$ cat src/rtl/pfs_pkg.sv
package pfs_pkg;

  typedef enum logic [2:0] {
    ST_UNARMED    = 3'd0,
    ST_ACTIVE     = 3'd1,
    ST_PROTECTED  = 3'd2,
    ST_ON_BACKUP  = 3'd3,
    ST_RECOVERING = 3'd4
  } pfs_state_e;

  // bit positions of the level flag vector
  localparam int LVL_SW  = 0;
  localparam int LVL_425 = 1;
  localparam int LVL_450 = 2;
  localparam int LVL_475 = 3;
  localparam int LVL_W   = 4;

endpackage

$ cat src/rtl/pfs_sync.sv
module pfs_sync #(
  parameter int WIDTH  = 4,
  parameter int STAGES = 2
) (
  input  logic             clk,
  input  logic             rst_n,
  input  logic [WIDTH-1:0] async_i,
  output logic [WIDTH-1:0] sync_o
);

  // reset value 0 means "supply absent", the safe reading
  for (genvar b = 0; b < WIDTH; b++) begin : g_bit
    logic [STAGES-1:0] chain;
    always_ff @(posedge clk or negedge rst_n) begin
      if (!rst_n) chain <= '0;
      else        chain <= {chain[STAGES-2:0], async_i[b]};
    end
    assign sync_o[b] = chain[STAGES-1];
  end

endmodule

$ cat src/rtl/pfs_hold_timer.sv
module pfs_hold_timer #(
  parameter int CYCLES = 100
) (
  input  logic clk,
  input  logic rst_n,
  input  logic run_i,
  output logic done_o
);

  localparam int CW = (CYCLES < 2) ? 1 : $clog2(CYCLES + 1);
  localparam logic [CW-1:0] LAST = CW'(CYCLES - 1);

  logic [CW-1:0] cnt;

  // counter clears whenever run drops, so each recovery starts a full window
  always_ff @(posedge clk or negedge rst_n) begin
    if (!rst_n)             cnt <= '0;
    else if (!run_i)        cnt <= '0;
    else if (cnt != LAST)   cnt <= cnt + 1'b1;
  end

  assign done_o = run_i && (cnt == LAST);

endmodule

$ cat src/rtl/pfs_fsm.sv
module pfs_fsm
  import pfs_pkg::*;
#(
  parameter int GRADE = 0
) (
  input  logic             clk,
  input  logic             rst_n,
  input  logic [LVL_W-1:0] lvl_i,
  input  logic             hold_done_i,
  output pfs_state_e       state_o,
  output logic             armed_o
);

  logic prot_ok, resume_ok, sw_ok, fresh_ok;

  // grade selects which comparators form the protect and resume thresholds
  if (GRADE == 0) begin : g_tight
    assign prot_ok   = lvl_i[LVL_450];
    assign resume_ok = lvl_i[LVL_475];
  end else begin : g_wide
    assign prot_ok   = lvl_i[LVL_425];
    assign resume_ok = lvl_i[LVL_450];
  end

  assign sw_ok    = lvl_i[LVL_SW];
  assign fresh_ok = lvl_i[LVL_425];

  pfs_state_e state_q, state_d;
  logic       armed_q;

  always_comb begin
    state_d = state_q;
    unique case (state_q)
      ST_UNARMED:    if (fresh_ok) state_d = ST_PROTECTED;
      ST_ACTIVE:     if (!prot_ok) state_d = sw_ok ? ST_PROTECTED : ST_ON_BACKUP;
      ST_PROTECTED: begin
        if (!sw_ok)         state_d = ST_ON_BACKUP;
        else if (resume_ok) state_d = ST_RECOVERING;
      end
      ST_ON_BACKUP:  if (sw_ok) state_d = ST_PROTECTED;
      ST_RECOVERING: begin
        if (!prot_ok)         state_d = sw_ok ? ST_PROTECTED : ST_ON_BACKUP;
        else if (hold_done_i) state_d = ST_ACTIVE;
      end
      default:       state_d = ST_UNARMED;
    endcase
  end

  always_ff @(posedge clk or negedge rst_n) begin
    if (!rst_n) begin
      state_q <= ST_UNARMED;
      armed_q <= 1'b0;
    end else begin
      state_q <= state_d;
      if (fresh_ok) armed_q <= 1'b1;
    end
  end

  assign state_o = state_q;
  assign armed_o = armed_q;

endmodule

$ cat src/rtl/pfs_supervisor.sv
module pfs_supervisor
  import pfs_pkg::*;
#(
  parameter int GRADE      = 0,
  parameter int CLK_KHZ    = 10000,
  parameter int RECOVER_US = 125000
) (
  input  logic       clk,
  input  logic       rst_n,
  input  logic       lvl_300_ok,
  input  logic       lvl_425_ok,
  input  logic       lvl_450_ok,
  input  logic       lvl_475_ok,
  input  logic       host_ce_n,
  input  logic       host_we_n,
  output logic       mem_ce_n,
  output logic       mem_we_n,
  output logic       wr_protect,
  output logic       dq_hiz,
  output logic       bkp_sel,
  output logic       bkp_armed,
  output logic [2:0] state_o
);

  localparam longint RC_RAW = (longint'(CLK_KHZ) * longint'(RECOVER_US)) / 1000;
  localparam int RECOVER_CYCLES = (RC_RAW < 1) ? 1 : int'(RC_RAW);

  logic [LVL_W-1:0] lvl_raw, lvl_s;
  pfs_state_e       st;
  logic             hold_done, armed;

  assign lvl_raw[LVL_SW]  = lvl_300_ok;
  assign lvl_raw[LVL_425] = lvl_425_ok;
  assign lvl_raw[LVL_450] = lvl_450_ok;
  assign lvl_raw[LVL_475] = lvl_475_ok;

  pfs_sync #(.WIDTH(LVL_W), .STAGES(2)) u_sync (
    .clk     (clk),
    .rst_n   (rst_n),
    .async_i (lvl_raw),
    .sync_o  (lvl_s)
  );

  pfs_hold_timer #(.CYCLES(RECOVER_CYCLES)) u_timer (
    .clk    (clk),
    .rst_n  (rst_n),
    .run_i  (st == ST_RECOVERING),
    .done_o (hold_done)
  );

  pfs_fsm #(.GRADE(GRADE)) u_fsm (
    .clk         (clk),
    .rst_n       (rst_n),
    .lvl_i       (lvl_s),
    .hold_done_i (hold_done),
    .state_o     (st),
    .armed_o     (armed)
  );

  logic blocked;
  assign blocked    = (st != ST_ACTIVE);
  assign wr_protect = blocked;
  assign dq_hiz     = blocked;
  assign mem_ce_n   = host_ce_n | blocked;
  assign mem_we_n   = host_we_n | blocked;
  assign bkp_sel    = (st == ST_ON_BACKUP);
  assign bkp_armed  = armed;
  assign state_o    = st;

endmodule

$ cat config.mk
export PLATFORM = sky130hd
export DESIGN_NAME = pfs_supervisor
export DESIGN_NICKNAME = d
export VERILOG_FILES = /design/src/rtl/pfs_pkg.sv /design/src/rtl/pfs_sync.sv /design/src/rtl/pfs_hold_timer.sv /design/src/rtl/pfs_fsm.sv /design/src/rtl/pfs_supervisor.sv
export SDC_FILE = /design/constraint.sdc
export NUM_CORES = 1
export LEC_CHECK = 0
export BUFFER_PORTS_ARGS = -buffer_cell sky130_fd_sc_hd__buf_2
export CAP_MARGIN = 20
export CORE_MARGIN = 5
export CORE_UTILIZATION = 58
export DETAILED_ROUTE_END_ITERATION = 12
export GPL_ROUTABILITY_DRIVEN = 1
export PLACE_DENSITY = 0.88
export SETUP_SLACK_MARGIN = 0.3
export SYNTH_ARGS = -nofsm -noshare
export SYNTH_HDL_FRONTEND = slang
export SYNTH_SLANG_ARGS = --single-unit
export TNS_END_PERCENT = 10
$ cat constraint.sdc
create_clock -name clk -period 1.9 [get_ports clk]
set_clock_uncertainty 0.05 [all_clocks]
set_input_delay 0.57 -clock clk [delete_from_list [all_inputs] [get_ports clk]]
set_output_delay 0.57 -clock clk [all_outputs]
set_load 0.05 [all_outputs]
-- After elaboration in Yosys (flattened, before gate mapping)
Cells that the tools add are included.
Widths: inputs -> output; s select.
- output and inout port bits: 9
- flip-flop bits (word level): 33
- input bits: 8
- mux-type cells: 11
- equal/unequal tests: 13
- add/sub/neg operators: 1
- reduce and logical (&&, ||, !) cells: 3
- bitwise operators: 2
- operators with widths (operator ; count):
    $mux 21 ; 2
    $add 21x1->21 const B ; 1
    $eq 21x21->1 const B ; 1
    $mux 3 ; 7
    $ne 21x21->1 const B ; 1
    $pmux 3 s5 ; 1
    $eq 3x2->1 const B ; 2
    $ne 2x2->1 const B ; 3
    $ne 3x3->1 const B ; 2
    $reduce_and 5->1 ; 1
    $eq 3x1->1 const B ; 1
    $eq 3x3->1 const B ; 1
    $logic_not 3->1 ; 1
    $ne 3x1->1 const B ; 1
    $ne 2x1->1 const B ; 1
    $or 1x1->1 ; 2
    $logic_and 1x1->1 ; 1
    $mux 1 ; 1

-- Depth between registers and ports, before layout
- depth in word-level cells: 5
- gate-level depth with buffers: 6
- mapped depth without buffers: 5

-- Modules after synthesis
Synthesis repeated with hierarchy kept, for this count alone.
- cells, all modules: 181
- area, all modules: 1775.5 µm²
- by module, submodules not included (module ; times used ; cells each ; area an instance (µm²)):
    pfs_hold_timer ; 1 ; 133 ; 1179.9
    pfs_fsm ; 1 ; 30 ; 311.5
    pfs_sync ; 1 ; 12 ; 230.2
    pfs_supervisor ; 1 ; 6 ; 53.8

-- Worst setup path after synthesis
OpenSTA, ideal clock, no wires.
- kind: register to output
- start: register u_fsm.state_q[0], in the netlist u_fsm.state_o[0]
- end: output wr_protect
- slack: -0.565 ns
- buffers on the path: 2
- stages on the path, launching flop included: 5
- required time: 1.280 ns
- arrival time: 1.845 ns
- cells stage by stage: dfrtp_1 -> clkbuf_1 -> nor3b_1 -> inv_1 -> buf_4
- cells in the longest elaborated chain, start to end: 1
- ends and longest elaborated chain (item ; RTL line ; RTL):
    start: declaration ; pfs_fsm.sv:28 ; pfs_state_e state_q, state_d;
    start signal: assignment ; pfs_fsm.sv:54 ; state_q <= state_d;
    $ne 3x1->1 ; pfs_supervisor.sv:61 ; assign blocked = (st != ST_ACTIVE);
    end: declaration ; pfs_supervisor.sv:18 ; output logic wr_protect,
Every way passes these cells.

-- Worst setup path in the final report
- start: register u_fsm.state_q[2], in the netlist u_fsm.state_o[2]
- end: output dq_hiz
- cells in the longest elaborated chain, start to end: 1
- ends and longest elaborated chain (item ; RTL line ; RTL):
    $ne 3x1->1 ; pfs_supervisor.sv:61 ;
    end: declaration ; pfs_supervisor.sv:19 ; output logic dq_hiz,
Every way passes these cells.

==> impl_metrics.sql <==
INSERT INTO impl_metrics (metric_group, metric, value, unit) VALUES
('run', 'max_cap_violations', '0', ''),
('power', 'power.density_cell_area', '884', 'nW/um^2'),
('logic_synthesis', 'netlist-cell-type-count', '44', ''),
('floorplanning', 'fp.dieW', '64.2', 'um'),
('power', 'switching_power', '0.000771', 'W'),
('power', 'combPwrFrac', '0.407', ''),
('floorplanning', 'start_util', '0.613', ''),
('worst_hold_path', 'holdCritPathClass', 'in2async', ''),
('run_status', 'violated_checks', 'setup timing', ''),
('route', 'wl', '4830', 'um'),
('route', 'drt-wirelength-per-cell', '21.3', 'um'),
('logic_synthesis', 'synth_area_leader_cell', 'sky130_fd_sc_hd__dfrtp_1', ''),
('worst_setup_path', 'r2r.worst_path.cells', '5', ''),
('placement', 'dp_hpwl', '2470', 'um'),
('route', 'first_pass_iters', '5', ''),
('final_layout', 'leading_cell_type_in_the_layout_fill_and_taps_excluded', 'sky130_fd_sc_hd__dfrtp_1', ''),
('worst_setup_path', 'worstSetupPathType', 'reg2out', ''),
('power', 'cellInternalPower', '0.00121', 'W'),
('timing', 'final.setup.tns', '-0.321', 'ns'),
('logic_synthesis', 'async_flop_share', '1.00', ''),
('floorplanning', 'die_h', '64.2', 'um'),
('timing', 'maxClockFrequency', '504', 'MHz'),
('final_layout', 'filler_cell_count', '154', ''),
('logic_synthesis', 'synthCells', '171', ''),
('logic_synthesis', 'synth_sequential_area_ratio', '0.485', ''),
('final_layout', 'num-nets-final', '204', ''),
('floorplanning', 'top_level_ports', '17', ''),
('clocking', 'numCtsBuffers', '5', ''),
('timing', 'max_slew.worst_pin.slew', '0.405', 'ns'),
('grt', 'grt_max_degree', '34', ''),
('floorplanning', 'placement_rows', '19', ''),
('timing', 'finalMaxSlewViolations', '0', ''),
('clocking', 'cts.clk_slew.worst_paths', '0.12', 'ns'),
('worst_setup_path', 'cp.required', '1.28', 'ns'),
('floorplanning', 'design.die.area', '4120', 'sq um'),
('route', 'via_per_inst', '6.92', ''),
('logic_synthesis', 'postSynth.topFlopCell', 'sky130_fd_sc_hd__dfrtp_1', ''),
('clocking', 'clock_tree_from_tritoncts', 'yes', ''),
('power', 'clock_power_share', '0.199', ''),
('logic_synthesis', 'synth_fp_nets', '180', ''),
('logic_synthesis', 'syn-cell-area', '1700', 'sq um'),
('logic_synthesis', 'synth_area_leaders', 'sky130_fd_sc_hd__dfrtp_1 48%, sky130_fd_sc_hd__nand2_1 3.3%, sky130_fd_sc_hd__o21ai_0 3.2%', ''),
('grt', 'antenna_found_initial', '0', ''),
('timing', 'finalHoldViolCount', '0', ''),
('power', 'max-vdd-ir-drop', '0.00106', 'V'),
('timing', 'final.period_utilization', '1.04', ''),
('final_layout', 'layout-drive-gt1-share', '0.444', ''),
('route', 'drtIter0Drc', '166', ''),
('worst_setup_path', 'setup.worst_path.end_class', 'output pin', ''),
('placement', 'placed_cells', '213', ''),
('worst_setup_path', 'cp_data_arrival_time', '1.37', 'ns'),
('timing', 'post-route-min-period', '1.99', 'ns'),
('power', 'share_seq_of_total_power', '0.394', ''),
('logic_synthesis', 'synthesis.yosys.warnings', '0', ''),
('logic_synthesis', 'synth_enable_flop_cells', '0', ''),
('grt', 'grt-ovfl-total', '0', ''),
('route', 'drcViolationCount', '0', ''),
('clocking', 'numClockSinks', '33', ''),
('run_status', 'run_status', 'finished with violations', ''),
('final_layout', 'mostFrequentLayoutCells', '20 x sky130_fd_sc_hd__dfrtp_1, 15 x sky130_fd_sc_hd__nand2_1, 13 x sky130_fd_sc_hd__dfrtp_2', ''),
('timing', 'final_setup_violations', '5', ''),
('route', 'dr_total_vias', '1570', ''),
('placement', 'finalWeightedCongestion', '0.940', ''),
('final_layout', 'multiInputGateArea', '1020', 'sq um'),
('timing', 'timing.final.ws_setup', '-0.0853', 'ns'),
('worst_setup_path', 'startpoint_type', 'register', ''),
('final_layout', 'synthToLayoutAreaGrowth', '31.4', '%'),
('power', 'power_switching_share', '0.390', ''),
('timing', 'rsz0062_at_grt', 'true', ''),
('logic_synthesis', 'synth_top_cell_area_share', '0.485', ''),
('route', 'postRouteAntennaNets', '0', '');
-- state kept, by name, indices dropped and copies added, names as in the netlist --
register	flops
u_fsm.state_o	3
u_timer.cnt	21
u_fsm.armed_o	1
u_sync.g_bit.chain	8
-- power groups by stage --
| stage | clock network (W) | logic, W | registers, W |
|---|---|---|---|
| after floorplan | 0 | 0.000402 | 0.000868 |
| after global placement | 0 | 0.000476 | 0.000832 |
| after detailed placement | 0 | 0.000480 | 0.000840 |
| after CTS | 0.000396 | 0.000746 | 0.000776 |
| after global routing | 0.000443 | 0.000845 | 0.000786 |
| final | 0.000393 | 0.000807 | 0.000780 |
-- critical path: stages, from the launching register on --
cell,delay (ns)
sky130_fd_sc_hd__dfrtp_2,0.46
sky130_fd_sc_hd__nor3b_4,0.21
sky130_fd_sc_hd__buf_4,0.16
sky130_fd_sc_hd__inv_4,0.04
sky130_fd_sc_hd__buf_6,0.14
-- layer usage --
layer  share of wire  GRT usage  vias to the layer above  wire [um]
li1                -          -                      677          -
met1            0.38      0.306                      760       1860
met4           0.027     0.0865                        0        130
met5               0          0                        -          0
met3           0.081     0.0543                       21        393
met2            0.51      0.349                      112       2450
-- path summary, 6_finish.rpt --
check,start,to,slack [ns]
max in group asynchronous,rst_n,u_timer.cnt[5]$_DFFE_PN0P_,1.49
worst max register to register,u_fsm.state_o[1]$_DFFE_PN0P_,u_timer.cnt[3]$_DFFE_PN0P_,0.14
worst min-delay path,rst_n,u_fsm.state_o[0]$_DFFE_PN0P_,0.10
worst min register to register,u_sync.g_bit[3].chain[0]$_DFF_PN0_,u_sync.g_bit[3].chain[1]$_DFF_PN0_,0.31
min in group clk,lvl_300_ok,u_sync.g_bit[0].chain[0]$_DFF_PN0_,0.28
worst max-delay path,u_fsm.state_o[2]$_DFFE_PN0P_,dq_hiz,-0.09
-- per-stage QoR --
stage	utilization	cell area, sq um	hold slack (ns)	total power, W	worst slack [ns]
finish	0.805	2240	0.101	0.00198	-0.0853
detailed placement	0.662	1840	0.287	0.00132	0.0970
floorplan	-	1750	0.224	0.00127	-0.0507
global route	0.805	2240	0.0994	0.00207	-0.150
CTS	0.758	2110	0.107	0.00192	-0.0692
global placement	0.662	1840	0.282	0.00131	0.203
-- synthesized netlist by cell type (all sizes together), types with 3 or more instances --
cell and instances:
a21oi 8, a31oi 4, and4 6, buf 7, clkbuf 4, dfrtp 33, inv 3, mux2i 3
nand2 15, nand2b 5, nand3 6, nand4 8, nor2 11, nor3 9, nor4 3, o21ai 11
or3 5, xnor2 5
-- repair_timing --
action,CTS,global route
setup endpoints to repair,22,30
hold buffers,0,0
pin swaps,7,23
gates resized for setup,49,33
buffers inserted,6,0
-- final cells by class --
cell class | count | share of cell area
clock inverter | 3 | 0.00782
tap | 31 | 0.0173
multi-input combinational | 124 | 0.455
clock buffer | 5 | 0.0168
inverter | 3 | 0.00615
timing repair buffer | 28 | 0.121
sequential | 33 | 0.376
-- cells by family after synthesis --
group | share of synthesized area
compound gates | 0.112
xor+xnor | 0.0360
fa+ha+maj | 0.00734
buf+inv | 0.0433
flops | 0.485
mux | 0.0176
simple gates | 0.299
Note: power is estimated with default switching activity, not from simulation.
